===== config.mk =====
export PLATFORM = sky130hd
export DESIGN_NAME = image_checksum
export DESIGN_NICKNAME = d
export VERILOG_FILES = /design/src/rtl/imgck_pkg.sv /design/src/rtl/imgck_ctrl.sv /design/src/rtl/imgck_prog_acc.sv /design/src/rtl/imgck_id_pack.sv /design/src/rtl/image_checksum.sv
export SDC_FILE = /design/constraint.sdc
export NUM_CORES = 1
export LEC_CHECK = 0
export BUFFER_PORTS_ARGS = -buffer_cell sky130_fd_sc_hd__buf_2
export CAP_MARGIN = 5
export CORE_AREA = 2 2 114 72
export CTS_CLUSTER_DIAMETER = 30
export DETAILED_ROUTE_END_ITERATION = 7
export DIE_AREA = 0 0 116 74
export PLACE_DENSITY = 0.73
export SLEW_MARGIN = 25
export SYNTH_ARGS = -nofsm -noshare
export SYNTH_HDL_FRONTEND = slang
export SYNTH_HIERARCHICAL = 1
export SYNTH_SLANG_ARGS = --single-unit

===== constraint.sdc =====
create_clock -name clk -period 9 [get_ports clk]
set_clock_uncertainty 0.1 [all_clocks]
set_input_delay 1.35 -clock clk [delete_from_list [all_inputs] [get_ports clk]]
set_output_delay 1.35 -clock clk [all_outputs]
set_load 0.02 [all_outputs]

===== src/rtl/imgck_pkg.sv =====
package imgck_pkg;
    typedef enum logic [1:0] {
        KIND_PROG = 2'b00,
        KIND_CFG  = 2'b01,
        KIND_ID   = 2'b10,
        KIND_RSV  = 2'b11
    } word_kind_t;

    typedef enum logic [1:0] {
        ST_IDLE,
        ST_COLLECT,
        ST_FINISH,
        ST_HOLD
    } ck_state_t;

    localparam int unsigned WORD_W    = 14;
    localparam int unsigned SUM_W     = 16;
    localparam int unsigned ID_COUNT  = 4;
    localparam int unsigned NIB_W     = 4;
    localparam int unsigned PROT_BIT  = 13;
    localparam logic [SUM_W-1:0] CFG_MASK = 16'h21FF;
endpackage


===== src/rtl/imgck_ctrl.sv =====
module imgck_ctrl #(
    parameter int unsigned TOTAL = 1029
) (
    input  logic clk,
    input  logic rst_n,
    input  logic start,
    input  logic counted,
    output logic busy,
    output logic done,
    output logic take
);
    import imgck_pkg::*;

    localparam int unsigned CW = $clog2(TOTAL + 1);
    localparam logic [CW-1:0] LAST = CW'(TOTAL - 1);

    ck_state_t state_q, state_d;
    logic [CW-1:0] cnt_q;

    always_comb begin
        state_d = state_q;
        unique case (state_q)
            ST_IDLE:    if (start) state_d = ST_COLLECT;
            ST_COLLECT: if (start) state_d = ST_COLLECT;
                        else if (counted && cnt_q == LAST) state_d = ST_FINISH;
            ST_FINISH:  state_d = start ? ST_COLLECT : ST_HOLD;
            ST_HOLD:    if (start) state_d = ST_COLLECT;
            default:    state_d = ST_IDLE;
        endcase
    end

    always_ff @(posedge clk or negedge rst_n) begin
        if (!rst_n) begin
            state_q <= ST_IDLE;
            cnt_q   <= '0;
        end else begin
            state_q <= state_d;
            if (start)     cnt_q <= '0;
            else if (take) cnt_q <= cnt_q + 1'b1;
        end
    end

    always_comb begin
        busy = (state_q == ST_COLLECT);
        done = (state_q == ST_FINISH);
        take = busy && counted && !start;
    end
endmodule


===== src/rtl/imgck_prog_acc.sv =====
module imgck_prog_acc #(
    parameter int unsigned DW = 14,
    parameter int unsigned SW = 16
) (
    input  logic          clk,
    input  logic          rst_n,
    input  logic          clear,
    input  logic          add_en,
    input  logic [DW-1:0] word,
    output logic [SW-1:0] sum
);
    always_ff @(posedge clk or negedge rst_n) begin
        if (!rst_n)      sum <= '0;
        else if (clear)  sum <= '0;
        else if (add_en) sum <= sum + SW'(word);
    end
endmodule


===== src/rtl/imgck_id_pack.sv =====
module imgck_id_pack #(
    parameter int unsigned NW = 4,
    parameter int unsigned SLOTS = 4
) (
    input  logic                clk,
    input  logic                rst_n,
    input  logic                clear,
    input  logic                shift_en,
    input  logic [NW-1:0]       nib,
    output logic [NW*SLOTS-1:0] packed_val
);
    always_ff @(posedge clk or negedge rst_n) begin
        if (!rst_n)        packed_val <= '0;
        else if (clear)    packed_val <= '0;
        else if (shift_en) packed_val <= {packed_val[NW*(SLOTS-1)-1:0], nib};
    end
endmodule


===== src/rtl/image_checksum.sv =====
module image_checksum #(
    parameter int unsigned SIZE_SEL = 0
) (
    input  logic        clk,
    input  logic        rst_n,
    input  logic        start,
    input  logic        word_valid,
    input  logic [1:0]  word_kind,
    input  logic [13:0] word_data,
    output logic        busy,
    output logic        done,
    output logic [15:0] checksum
);
    import imgck_pkg::*;

    localparam int unsigned PROG_WORDS = 1024 << SIZE_SEL;
    localparam int unsigned TOTAL      = PROG_WORDS + 1 + ID_COUNT;

    logic counted, take;
    logic [SUM_W-1:0]        prog_sum;
    logic [NIB_W*ID_COUNT-1:0] id_val;
    logic [WORD_W-1:0]       cfg_q;
    logic                    protect;
    word_kind_t              kind;

    assign kind    = word_kind_t'(word_kind);
    assign counted = word_valid && (kind != KIND_RSV);

    imgck_ctrl #(.TOTAL(TOTAL)) u_ctrl (
        .clk(clk), .rst_n(rst_n), .start(start), .counted(counted),
        .busy(busy), .done(done), .take(take)
    );

    imgck_prog_acc #(.DW(WORD_W), .SW(SUM_W)) u_prog (
        .clk(clk), .rst_n(rst_n), .clear(start),
        .add_en(take && kind == KIND_PROG), .word(word_data), .sum(prog_sum)
    );

    imgck_id_pack #(.NW(NIB_W), .SLOTS(ID_COUNT)) u_ids (
        .clk(clk), .rst_n(rst_n), .clear(start),
        .shift_en(take && kind == KIND_ID), .nib(word_data[NIB_W-1:0]),
        .packed_val(id_val)
    );

    always_ff @(posedge clk or negedge rst_n) begin
        if (!rst_n)                          cfg_q <= '0;
        else if (start)                      cfg_q <= '0;
        else if (take && kind == KIND_CFG)   cfg_q <= word_data;
    end

    assign protect  = ~cfg_q[PROT_BIT];
    assign checksum = (SUM_W'(cfg_q) & CFG_MASK) + (protect ? id_val : prog_sum);
endmodule


==> qor.txt <==
Status = finished, final reports clean
CP max stage cell = dfrtp_1
Synth cell types = 68
Hold Path Class = register to register
Largest net degree at the start of global routing = 56
CP arrival = 3.38 ns
Worst-Skew Late Latency = 0.29 ns
Seq/Total Area, Yosys = 34.3%
Worst path cell trace = mux2_2 -> ha_1 -> inv_1 -> fa_1 -> nand2b_1 -> a211oi_2 -> o21ai_0 -> xor2_1 -> mux2i_1 -> buf_2
Layout area overhead = 11.3%
Rows = 25
Final setup viols = 0
IO Count = 38
Die W = 116 um
Commonest non-fill, non-tap cell in the layout = dfrtp_1
Vias per cell = 5.89
Pre-CTS WS = 4.51 ns
N_diodes = 0
Gpl congestion = 0.868
H-tree Lvls = 2
Relative slew margins = 35.6%
Number of global-route vias before repair = 3025
CP required = 7.55 ns
TritonCTS clock tree = done
Iter 0 DRT Violations = 242
Number of synthesized flops with an enable pin = 0
Mean Syn Cell Area = 9.59 um2
Commonest non-fill, non-tap cells in the layout = 55 x dfrtp_1, 41 x nor2_1, 37 x buf_2
Initial antenna violation count = 0
Share of post-route cells with drive strength above 1 = 16.8%
Crit path largest cell delay = 0.98 ns
RSZ-0062 raised after global routing = false
Max_cap viols = 0
CTS root buf = clkbuf_16
CTS clock-pin slew for the worst setup and hold paths = 0.07 ns
Crit share post-route = 53.7%
Synthesized area = 4010 um2
Nets@finish = 504
CP startpoint kind = register
Wire length of the first global-routing pass = 15600 um
Warnings, synthesis = 6
Drt total wl = 9620 um
Worst vdd ir = 0.0000798 V
P per Cell Area = 120 nW/um2
Maximum clock path buffer count = 2
# fillers = 679
Cts bufs inserted = 5
DRT antenna net count = 0
Starting Density = 53.0%
Core footprint = 7570 um2
DRC viols = 0
Fin. Hold Viols = 0
Tmin final = 4.83 ns
Worst-Margin Slew = 0.967 ns
DR WL/cell = 17.1 um
Ys async rst share = 100%
Post_cts resized = 0
CP max FO = 23
Setup tns final = 0 ns
Die Y = 74 um
Cells after Synth = 418
Vias post-DR = 3302
First-pass DRT Iterations = 4
Sink Count = 55
Main synth FF type = dfrtp_1
IO buf count = 37
Post-CTS setup buffers = 0
Leak = 2.03 nW
Die area = 8580 um2
Slew Limit Fails = 0
Fmax = 0.207 GHz
Total nets after synthesis = 469
Final HPWL DP = 7210 um
Synthesis-stage register bit count = 55
Global Route Usage Sum = 23.5%
Critical path class = register to output port
Grt total ovfl = 0
Endpoint type of the worst setup path = output port
Post-CTS Hold Buffers = 0
Final worst setup slack = 4.17 ns
[report_power, final]
part / internal (mW) / total (mW) / leakage [nW] / switching (mW)
sequential: 0.251 / 0.256 / 0.760 / 0.00571
combinational: 0.0228 / 0.0603 / 1.20 / 0.0375
clock: 0.130 / 0.217 / 0.0759 / 0.0874
[kinds of logic after synthesis]
| logic type | share of synthesized area (%) |
|---|---|
| adder cells (fa/ha/maj) | 10.1 |
| buffers and inverters | 3.59 |
| flip-flops | 34.3 |
| AND/OR/NAND/NOR | 16.1 |
| multiplexers | 11.2 |
| AO/OA/AOI/OAI | 19.3 |
| XOR/XNOR | 5.46 |
[worst paths after layout]
path	start	endpoint	slack, ns	cells after the start
setup / recovery	cfg_q[13]$_DFFE_PN0P_	checksum[10]	4.17	10
max in group asynchronous	rst_n	u_ids/packed_val[3]$_DFFE_PN0P_	7.25	2
hold / removal	cfg_q[2]$_DFFE_PN0P_	cfg_q[2]$_DFFE_PN0P_	0.43	1
min in group asynchronous	rst_n	u_ctrl/cnt_q[1]$_DFFE_PN0P_	1.08	2
setup reg to reg	u_ctrl/state_q[1]$_DFFE_PN0P_	u_prog/sum[15]$_DFFE_PN0P_	6.02	11
hold reg to reg	cfg_q[2]$_DFFE_PN0P_	cfg_q[2]$_DFFE_PN0P_	0.43	1
[critical path: cells and delay by family, from the launching register on]
| kind | cells | cell delay (ns) |
|---|---|---|
| compound gates | 2 | 0.40 |
| xor+xnor | 1 | 0.17 |
| fa+ha+maj | 2 | 0.58 |
| buf+inv | 2 | 0.26 |
| flops | 1 | 0.98 |
| mux | 2 | 0.49 |
| simple gates | 1 | 0.21 |
[per-stage QoR]
| step | total power [mW] | hold WS [ns] | cells | utilization, % | instance area [um2] |
|---|---|---|---|---|---|
| floorplan | 0.297 | 0.380 | 418 | - | 4010 |
| global placement | 0.319 | 0.405 | 554 | 56.6 | 4290 |
| detailed placement | 0.320 | 0.417 | 554 | 56.6 | 4290 |
| CTS | 0.536 | 0.437 | 561 | 58.8 | 4450 |
| global route | 0.556 | 0.466 | 561 | 58.9 | 4460 |
| finish | 0.534 | 0.435 | 561 | 58.9 | 4460 |
[layout make-up]
type                    count  area [um2]  share of cell area, %
clock buffers               5         125                   2.81
clock inverters             2        37.5                  0.842
inverters                  17        63.8                   1.43
multi-input cells         333        2510                   56.2
flip-flops and latches     55        1380                   30.9
well taps                 108         135                   3.03
repair buffers             41         215                   4.82
[synth_stat cells, types with 5 or more instances]
| library cell | number | area share (%) |
|---|---|---|
| a21o_1 | 7 | 1.3 |
| a21oi_1 | 27 | 3.4 |
| a22o_1 | 15 | 3.3 |
| a31oi_1 | 6 | 0.94 |
| clkbuf_1 | 5 | 0.47 |
| dfrtp_1 | 55 | 34 |
| ha_1 | 29 | 9.1 |
| inv_1 | 17 | 1.6 |
| mux2_2 | 10 | 2.8 |
| mux2i_1 | 30 | 7.5 |
| nand2_1 | 25 | 2.3 |
| nand2b_1 | 7 | 1.1 |
| nand3_1 | 9 | 1.1 |
| nand4_1 | 6 | 0.94 |
| nor2_1 | 42 | 3.9 |
| nor2b_1 | 10 | 1.6 |
| o211ai_1 | 5 | 0.94 |
| o21ai_0 | 14 | 1.7 |
| o31ai_1 | 5 | 0.94 |
| xnor2_1 | 17 | 3.7 |
| xor2_1 | 8 | 1.7 |
[flip-flops by register name (all words and copies together), names as in the netlist]
signal            cells
u_ctrl/cnt_q         11
cfg_q                10
u_ctrl/state_q        2
u_ids/packed_val     16
u_prog/sum           16
[layer usage]
layer | GRT usage, % | routed length, um | vias to the layer above
met2 | 31.9 | 3890 | 89
met3 | 4.16 | 400 | 2
met1 | 39.0 | 5310 | 1611
met5 | 0 | 0 | -
met4 | 3.84 | 14 | 0
li1 | - | - | 1600
Power figures use the tool's default switching activity.
